[config.mk]
export PLATFORM = sky130hd
export DESIGN_NAME = lasi_aggregator
export DESIGN_NICKNAME = d
export VERILOG_FILES = /design/src/rtl/lasi_agg_pkg.sv /design/src/rtl/link_watch.sv /design/src/rtl/alarm_path.sv /design/src/rtl/lasi_aggregator.sv
export SDC_FILE = /design/constraint.sdc
export NUM_CORES = 1
export LEC_CHECK = 0
export ABC_AREA = 1
export BUFFER_PORTS_ARGS = -buffer_cell sky130_fd_sc_hd__buf_2
export CAP_MARGIN = 20
export CORE_MARGIN = 8
export CORE_UTILIZATION = 30
export DETAILED_ROUTE_END_ITERATION = 10
export GPL_TIMING_DRIVEN = 1
export PLACE_DENSITY_LB_ADDON = 0.25
export SLEW_MARGIN = 10
export SYNTH_ARGS = -nofsm -noshare
export SYNTH_HDL_FRONTEND = slang
export SYNTH_SLANG_ARGS = --single-unit
export TNS_END_PERCENT = 100
[constraint.sdc]
create_clock -name clk -period 2.05 [get_ports clk]
set_clock_uncertainty 0.1 [all_clocks]
set_input_delay 0.205 -clock clk [delete_from_list [all_inputs] [get_ports clk]]
set_output_delay 0.205 -clock clk [all_outputs]
set_load 0.02 [all_outputs]
[src/rtl/lasi_agg_pkg.sv]
package lasi_agg_pkg;
  localparam int unsigned REG_W   = 16;
  localparam int unsigned FLAG_W  = 8;
  localparam int unsigned SEL_W   = 3;
  localparam int unsigned FLAG_POS = 1;
  localparam int unsigned TOP_LS  = 0;
  localparam int unsigned TOP_TX  = 1;
  localparam int unsigned TOP_RX  = 2;
  localparam int unsigned TOP_N   = 3;

  typedef enum logic [SEL_W-1:0] {
    SEL_TOP_STAT = 3'd0,
    SEL_TOP_EN   = 3'd1,
    SEL_RX_STAT  = 3'd2,
    SEL_RX_MASK  = 3'd3,
    SEL_TX_STAT  = 3'd4,
    SEL_TX_MASK  = 3'd5,
    SEL_TX_FMASK = 3'd6,
    SEL_RX_FMASK = 3'd7
  } reg_sel_e;

  // any bit of v selected by m
  function automatic logic masked_any(input logic [REG_W-1:0] v,
                                      input logic [REG_W-1:0] m);
    return |(v & m);
  endfunction

  // latch-high update: set wins over clear-on-read
  function automatic logic [REG_W-1:0] latch_next(input logic [REG_W-1:0] held,
                                                  input logic [REG_W-1:0] set,
                                                  input logic             clr);
    return set | (held & ~{REG_W{clr}});
  endfunction
endpackage

[src/rtl/link_watch.sv]
module link_watch (
  input  logic clk,
  input  logic rst_n,
  input  logic sig_detect,
  input  logic block_lock,
  input  logic lanes_aligned,
  input  logic clr,
  output logic link_up,
  output logic link_chg,
  output logic alarm
);
  logic link_q;
  logic alarm_q;

  assign link_up  = sig_detect & block_lock & lanes_aligned;
  assign link_chg = link_up ^ link_q;
  assign alarm    = alarm_q;

  always_ff @(posedge clk) begin
    if (!rst_n) begin
      link_q  <= 1'b0;
      alarm_q <= 1'b0;
    end else begin
      link_q  <= link_up;
      alarm_q <= link_chg | (alarm_q & ~clr);
    end
  end


  link_change_latch_chk: assert property (@(posedge clk) disable iff (!rst_n)
    link_chg |=> alarm);
endmodule

[src/rtl/alarm_path.sv]
module alarm_path
  import lasi_agg_pkg::*;
#(
  parameter logic [REG_W-1:0] LH_MASK  = 16'h0039,
  parameter logic [REG_W-1:0] RO_MASK  = 16'h0200,
  parameter logic [REG_W-1:0] MASK_RST = 16'h0039
) (
  input  logic              clk,
  input  logic              rst_n,
  input  logic [REG_W-1:0]  cond,
  input  logic [FLAG_W-1:0] flags,
  input  logic              stat_rd,
  input  logic              mask_wr,
  input  logic              fmask_wr,
  input  logic [REG_W-1:0]  wdata,
  output logic [REG_W-1:0]  stat,
  output logic [REG_W-1:0]  mask,
  output logic [FLAG_W-1:0] fmask,
  output logic              path_hit
);
  localparam logic [REG_W-1:0] FLAG_BIT = REG_W'(1) << FLAG_POS;
  localparam logic [REG_W-1:0] IMPL     = LH_MASK | RO_MASK | FLAG_BIT;

  logic [REG_W-1:0]  lat_q;
  logic [REG_W-1:0]  mask_q;
  logic [FLAG_W-1:0] fmask_q;
  logic [REG_W-1:0]  lh_set;
  logic              flag_hit;

  assign lh_set   = cond & LH_MASK;
  assign flag_hit = |(flags & fmask_q);
  assign stat     = lat_q | (cond & RO_MASK) | (flag_hit ? FLAG_BIT : '0);
  assign mask     = mask_q;
  assign fmask    = fmask_q;
  assign path_hit = masked_any(stat, mask_q);

  always_ff @(posedge clk) begin
    if (!rst_n) begin
      lat_q   <= '0;
      mask_q  <= MASK_RST & IMPL;
      fmask_q <= '0;
    end else begin
      lat_q <= latch_next(lat_q, lh_set, stat_rd);
      if (mask_wr)  mask_q  <= wdata & IMPL;
      if (fmask_wr) fmask_q <= wdata[FLAG_W-1:0];
    end
  end


  cond_captured_chk: assert property (@(posedge clk) disable iff (!rst_n)
    1'b1 |=> ((lat_q & $past(lh_set)) == $past(lh_set)));

  held_without_read_chk: assert property (@(posedge clk) disable iff (!rst_n)
    !stat_rd |=> ((lat_q & $past(lat_q)) == $past(lat_q)));

  reserved_zero_chk: assert property (@(posedge clk) disable iff (!rst_n)
    ((stat & ~IMPL) == '0) && ((mask_q & ~IMPL) == '0));
endmodule

[src/rtl/lasi_aggregator.sv]
module lasi_aggregator
  import lasi_agg_pkg::*;
(
  input  logic        clk,
  input  logic        rst_n,
  input  logic [15:0] rx_cond,
  input  logic [15:0] tx_cond,
  input  logic [7:0]  mon_flags,
  input  logic        sig_detect,
  input  logic        block_lock,
  input  logic        lanes_aligned,
  input  logic [2:0]  reg_sel,
  input  logic        reg_wr,
  input  logic        reg_rd,
  input  logic [15:0] reg_wdata,
  output logic [15:0] reg_rdata,
  output logic        irq_n
);
  logic [TOP_N-1:0]  en_q;
  logic [REG_W-1:0]  top_stat, top_en;
  logic [REG_W-1:0]  rx_stat, rx_mask, tx_stat, tx_mask;
  logic [FLAG_W-1:0] rx_fmask, tx_fmask;
  logic              rx_hit, tx_hit, rx_alarm, tx_alarm;
  logic              ls_alarm, link_up, link_chg;
  logic              sel_top_rd, sel_rx_rd, sel_tx_rd;
  reg_sel_e          sel;

  assign sel        = reg_sel_e'(reg_sel);
  assign sel_top_rd = reg_rd && (sel == SEL_TOP_STAT);
  assign sel_rx_rd  = reg_rd && (sel == SEL_RX_STAT);
  assign sel_tx_rd  = reg_rd && (sel == SEL_TX_STAT);

  link_watch u_link (
    .clk(clk), .rst_n(rst_n),
    .sig_detect(sig_detect), .block_lock(block_lock), .lanes_aligned(lanes_aligned),
    .clr(sel_top_rd), .link_up(link_up), .link_chg(link_chg), .alarm(ls_alarm)
  );

  alarm_path #(.LH_MASK(16'h0039), .RO_MASK(16'h0200), .MASK_RST(16'h0039)) u_rx (
    .clk(clk), .rst_n(rst_n), .cond(rx_cond), .flags(mon_flags),
    .stat_rd(sel_rx_rd),
    .mask_wr(reg_wr && (sel == SEL_RX_MASK)),
    .fmask_wr(reg_wr && (sel == SEL_RX_FMASK)),
    .wdata(reg_wdata), .stat(rx_stat), .mask(rx_mask), .fmask(rx_fmask),
    .path_hit(rx_hit)
  );

  alarm_path #(.LH_MASK(16'h0059), .RO_MASK(16'h0380), .MASK_RST(16'h0399)) u_tx (
    .clk(clk), .rst_n(rst_n), .cond(tx_cond), .flags(mon_flags),
    .stat_rd(sel_tx_rd),
    .mask_wr(reg_wr && (sel == SEL_TX_MASK)),
    .fmask_wr(reg_wr && (sel == SEL_TX_FMASK)),
    .wdata(reg_wdata), .stat(tx_stat), .mask(tx_mask), .fmask(tx_fmask),
    .path_hit(tx_hit)
  );

  always_ff @(posedge clk) begin
    if (!rst_n)                           en_q <= '0;
    else if (reg_wr && sel == SEL_TOP_EN) en_q <= reg_wdata[TOP_N-1:0];
  end

  assign rx_alarm = rx_hit & en_q[TOP_RX];
  assign tx_alarm = tx_hit & en_q[TOP_TX];

  always_comb begin
    top_stat         = '0;
    top_stat[TOP_LS] = ls_alarm;
    top_stat[TOP_TX] = tx_alarm;
    top_stat[TOP_RX] = rx_alarm;
    top_en           = {{(REG_W-TOP_N){1'b0}}, en_q};
  end

  assign irq_n = ~masked_any(top_stat, top_en);

  always_comb begin
    unique case (sel)
      SEL_TOP_STAT: reg_rdata = top_stat;
      SEL_TOP_EN:   reg_rdata = top_en;
      SEL_RX_STAT:  reg_rdata = rx_stat;
      SEL_RX_MASK:  reg_rdata = rx_mask;
      SEL_TX_STAT:  reg_rdata = tx_stat;
      SEL_TX_MASK:  reg_rdata = tx_mask;
      SEL_TX_FMASK: reg_rdata = {{(REG_W-FLAG_W){1'b0}}, tx_fmask};
      default:      reg_rdata = {{(REG_W-FLAG_W){1'b0}}, rx_fmask};
    endcase
  end


  quiet_when_disabled_chk: assert property (@(posedge clk) disable iff (!rst_n)
    (en_q == '0) |-> irq_n);

  rx_gated_by_enable_chk: assert property (@(posedge clk) disable iff (!rst_n)
    !en_q[TOP_RX] |-> !top_stat[TOP_RX]);

  tx_gated_by_enable_chk: assert property (@(posedge clk) disable iff (!rst_n)
    !en_q[TOP_TX] |-> !top_stat[TOP_TX]);

  link_follows_inputs_chk: assert property (@(posedge clk) disable iff (!rst_n)
    link_up |-> (sig_detect && block_lock && lanes_aligned));
endmodule

==> results by group <==
Status
  • Result of the run: finished, violations left
  • Violations in the final reports: negative hold slack

Clock tree
  • Maximum number of buffers from clock root to sink: 2
  • # H-tree levels: 3
  • Post-CTS setup repair buffer count: 0
  • CTS Root Cell: sky130_fd_sc_hd__clkbuf_8
  • Clock sink count: 67
  • CTS tree: yes
  • Skew-Pair Late Insertion Delay: 340 ps
  • Reg clk slew, reported paths: about 70 ps
  • Number of CTS-inserted buffers: 9

STA
  • Worst slew pin tran: a little under 800 ps
  • Worst Hold Margin: -0.564 ps
  • Period utilization: roughly 92%
  • Final Hold Violating Endpoints: 1
  • Total setup violations reported at the end of the flow: 0
  • Maximum achievable frequency: 530 MHz
  • Post-layout minimum cycle time: approximately 1900 ps
  • Final-report max-slew violation count: 0
  • Slew Limit Headroom: between 40% and 50%
  • TNS Setup: 0 ps
  • RSZ-0062 raised after global routing: no

Global route
  • Initial antenna violation count: 0
  • Maximum number of pins on one net before global-route repair: between 40 and 50
  • Total routing resource utilization after global routing: about 14%
  • First-pass GRT wire length: about 15,000 µm
  • Via count of the first global-routing pass: 2,934
  • Overall overflow remaining after global route: 0

Critical path
  • Largest stage delay on the critical path: between 300 and 400 ps
  • Critical path's slowest cell: sky130_fd_sc_hd__dfxtp_1
  • Crit start category: register
  • Family with the most delay on the worst path: simple AND/OR/NAND/NOR gates
  • Largest fanout of any net on the critical path: 2
  • Crit. End Element: output port
  • CP Class: register to output port
  • Signal arrival time at the worst endpoint: ~1600 ps
  • Worst path cell trace: nand2_1 -> nand2_1 -> nor2_1 -> nand3b_1 -> nand2_1 -> nand2_1 -> nand2_1 -> nand2_1 -> nor2_1 -> buf_2
  • Number of buffers and inverters on the critical path: 1
  • Data required time of the critical path: ~1800 ps
  • Most common cell type on the critical path: sky130_fd_sc_hd__nand2_1

Die
  • Effective utilization at floorplan: a little under a third
  • Placeable core area: ~0.0096 mm²
  • Number of I/O pins: 83
  • Die outline area: about 0.013 mm²
  • Die Width: 115 µm
  • Number of rows created at floorplan: 36
  • Die H: about 110 µm

Hold path
  • Class of the worst hold path: input pin to register

Routing
  • Per-cell routed wire length: roughly 14 µm
  • Aggregate routed wire length: approximately 9000 µm
  • DRC: 0
  • DR vias/cell: between 4 and 5
  • Post-route antenna net violation count: 0
  • Iteration-0 DRC count of the detailed router: approximately 150
  • First drt pass iteration count: 4
  • Total vias in the final route: ~2,900

Final layout
  • Share of final-layout standard cells stronger than drive strength 1: 19.6%
  • Fillcell total: 1,060
  • Final cell area excluding filler cells: 0.00364 mm²
  • Growth of design area from synthesis to finish: 24.3%
  • Most common cell after layout, fill and taps aside: sky130_fd_sc_hd__nand2_1
  • Most frequent cells in the layout: sky130_fd_sc_hd__nand2_1 (97), sky130_fd_sc_hd__dfxtp_1 (67), sky130_fd_sc_hd__buf_2 (56)
  • Final net count: ~550
  • Antenna fix cells: 0
  • Final standard cell count with taps included and fillers excluded: around 620

Yosys
  • Netlist area before placement: 0.00293 mm²
  • Cells after Synth: 419
  • Sequential fraction of the synthesis area: roughly 46%
  • Total nets after synthesis: 485
  • Flop and latch count out of synthesis: 67
  • Post-synth cell types: 31
  • Ys Warns: 0
  • Avg Inst Size Synth: roughly 7.0 µm²
  • Area leader, netlist: sky130_fd_sc_hd__dfxtp_1
  • Area share of the leading cell type in the synthesized netlist: between 40% and 50%
  • Cell types occupying the most area after synthesis: sky130_fd_sc_hd__dfxtp_1 (46%), sky130_fd_sc_hd__nand2_1 (12%), sky130_fd_sc_hd__nor2_1 (6.5%)

Pwr
  • Power after layout: approximately 2.9 mW
  • Leakage power total: approximately 1.7 nW
  • Power density over the cells: approximately 800 mW/mm²
  • Largest vdd supply drop: around 0.34 mV

Placement
  • Placed Area: 0.00334 mm²
  • Weighted congestion at the end of routability-driven global placement: about 0.83
  • Count of placed standard cells including taps: 599
  • Buffers on Ports: between 50 and 60
  • Final HPWL from detailed placement: 6710 µm

Run
  • Number of maximum-capacitance violations: 0
cell families (layout without fill, tap and decap cells):
kind of cell	Yosys count	count (layout)	share of synthesized area, %
flip-flops	67	67	45.7
buffers and inverters	63	134	8.58
AND/OR/NAND/NOR	210	210	31.3
AO/OA/AOI/OAI	79	79	14.4
flip-flops by register name, summed over array words and instances (netlist names):
register and count:
u_rx.fmask 8, u_link.alarm 1, en_q 3, u_link.link_q 1, u_tx.lat_q 16, u_rx.lat_q 16, u_rx.mask 6, u_tx.fmask 8
u_tx.mask 8
report_power, final:
group | switching, mW | leakage, nW | total, mW | internal [mW]
Clock | 0.521 | 0.113 | 1.20 | 0.682
Combinational | 0.193 | 1.05 | 0.301 | 0.108
Sequential | 0.0296 | 0.545 | 1.37 | 1.34
cell usage after synthesis, drive strengths merged:
cell type	instances
nand4	2
nand2	101
nand3b	1
a22o	2
nor2	57
a211oi	1
buf	6
o2111ai	1
inv	51
dfxtp	67
a31oi	1
a21oi	28
clkbuf	6
o211ai	3
a22oi	1
o21ai	41
nor3	12
o22ai	1
nand3	36
or2	1
what timing repair did:
item	in CTS	in global routing
endpoints found under the setup margin	0	2
hold buffers	8	0
endpoints found under the hold margin	8	0
resized for setup	0	3
path summary, 6_finish.rpt:
kind / from / to / slack (ps) / cells after the start
min reg2reg: u_rx.lat_q[7] / u_rx.lat_q[7] / 340 / 2
max reg2reg: u_link.link_q / u_link.alarm / 1130 / 2
min: rx_cond[4] / u_rx.lat_q[4] / -0.6 / 3
max: u_tx.fmask[2] / irq_n / 160 / 10
through the flow:
step / utilization [%] / setup WS, ps / hold WS, ps
floorplan: - / 647 / 222
global placement: 34.7 / 284 / 312
detailed placement: 34.7 / 250 / 320
CTS: 37.8 / 23.1 / 2.25
global route: 37.8 / 5.19 / 26.3
finish: 37.8 / 165 / -0.564
area by class of cell:
type	instances	area, µm²	share of cell area, %
multi-input cells	289	1340	36.9
flip-flops and latches	67	1340	36.8
repair buffers	67	383	10.5
inverters	51	194	5.32
well taps	133	166	4.57
clock buffers	9	124	3.40
clock inverters	7	92.6	2.54
worst register-to-register path, cell delays in order (launching register included):
cell                      delay, ps
sky130_fd_sc_hd__dfxtp_1        310
sky130_fd_sc_hd__or2_2          290
sky130_fd_sc_hd__a31oi_1        150
layer usage:
layer | global-route usage [%] | routed length (µm) | vias to the layer above
met5 | 0 | 0 | -
met4 | 6.13 | 189 | 0
met3 | 3.62 | 484 | 15
met2 | 22.4 | 4160 | 77
met1 | 17.7 | 4140 | 1335
li1 | - | - | 1483
Power figures use the tool's default switching activity.
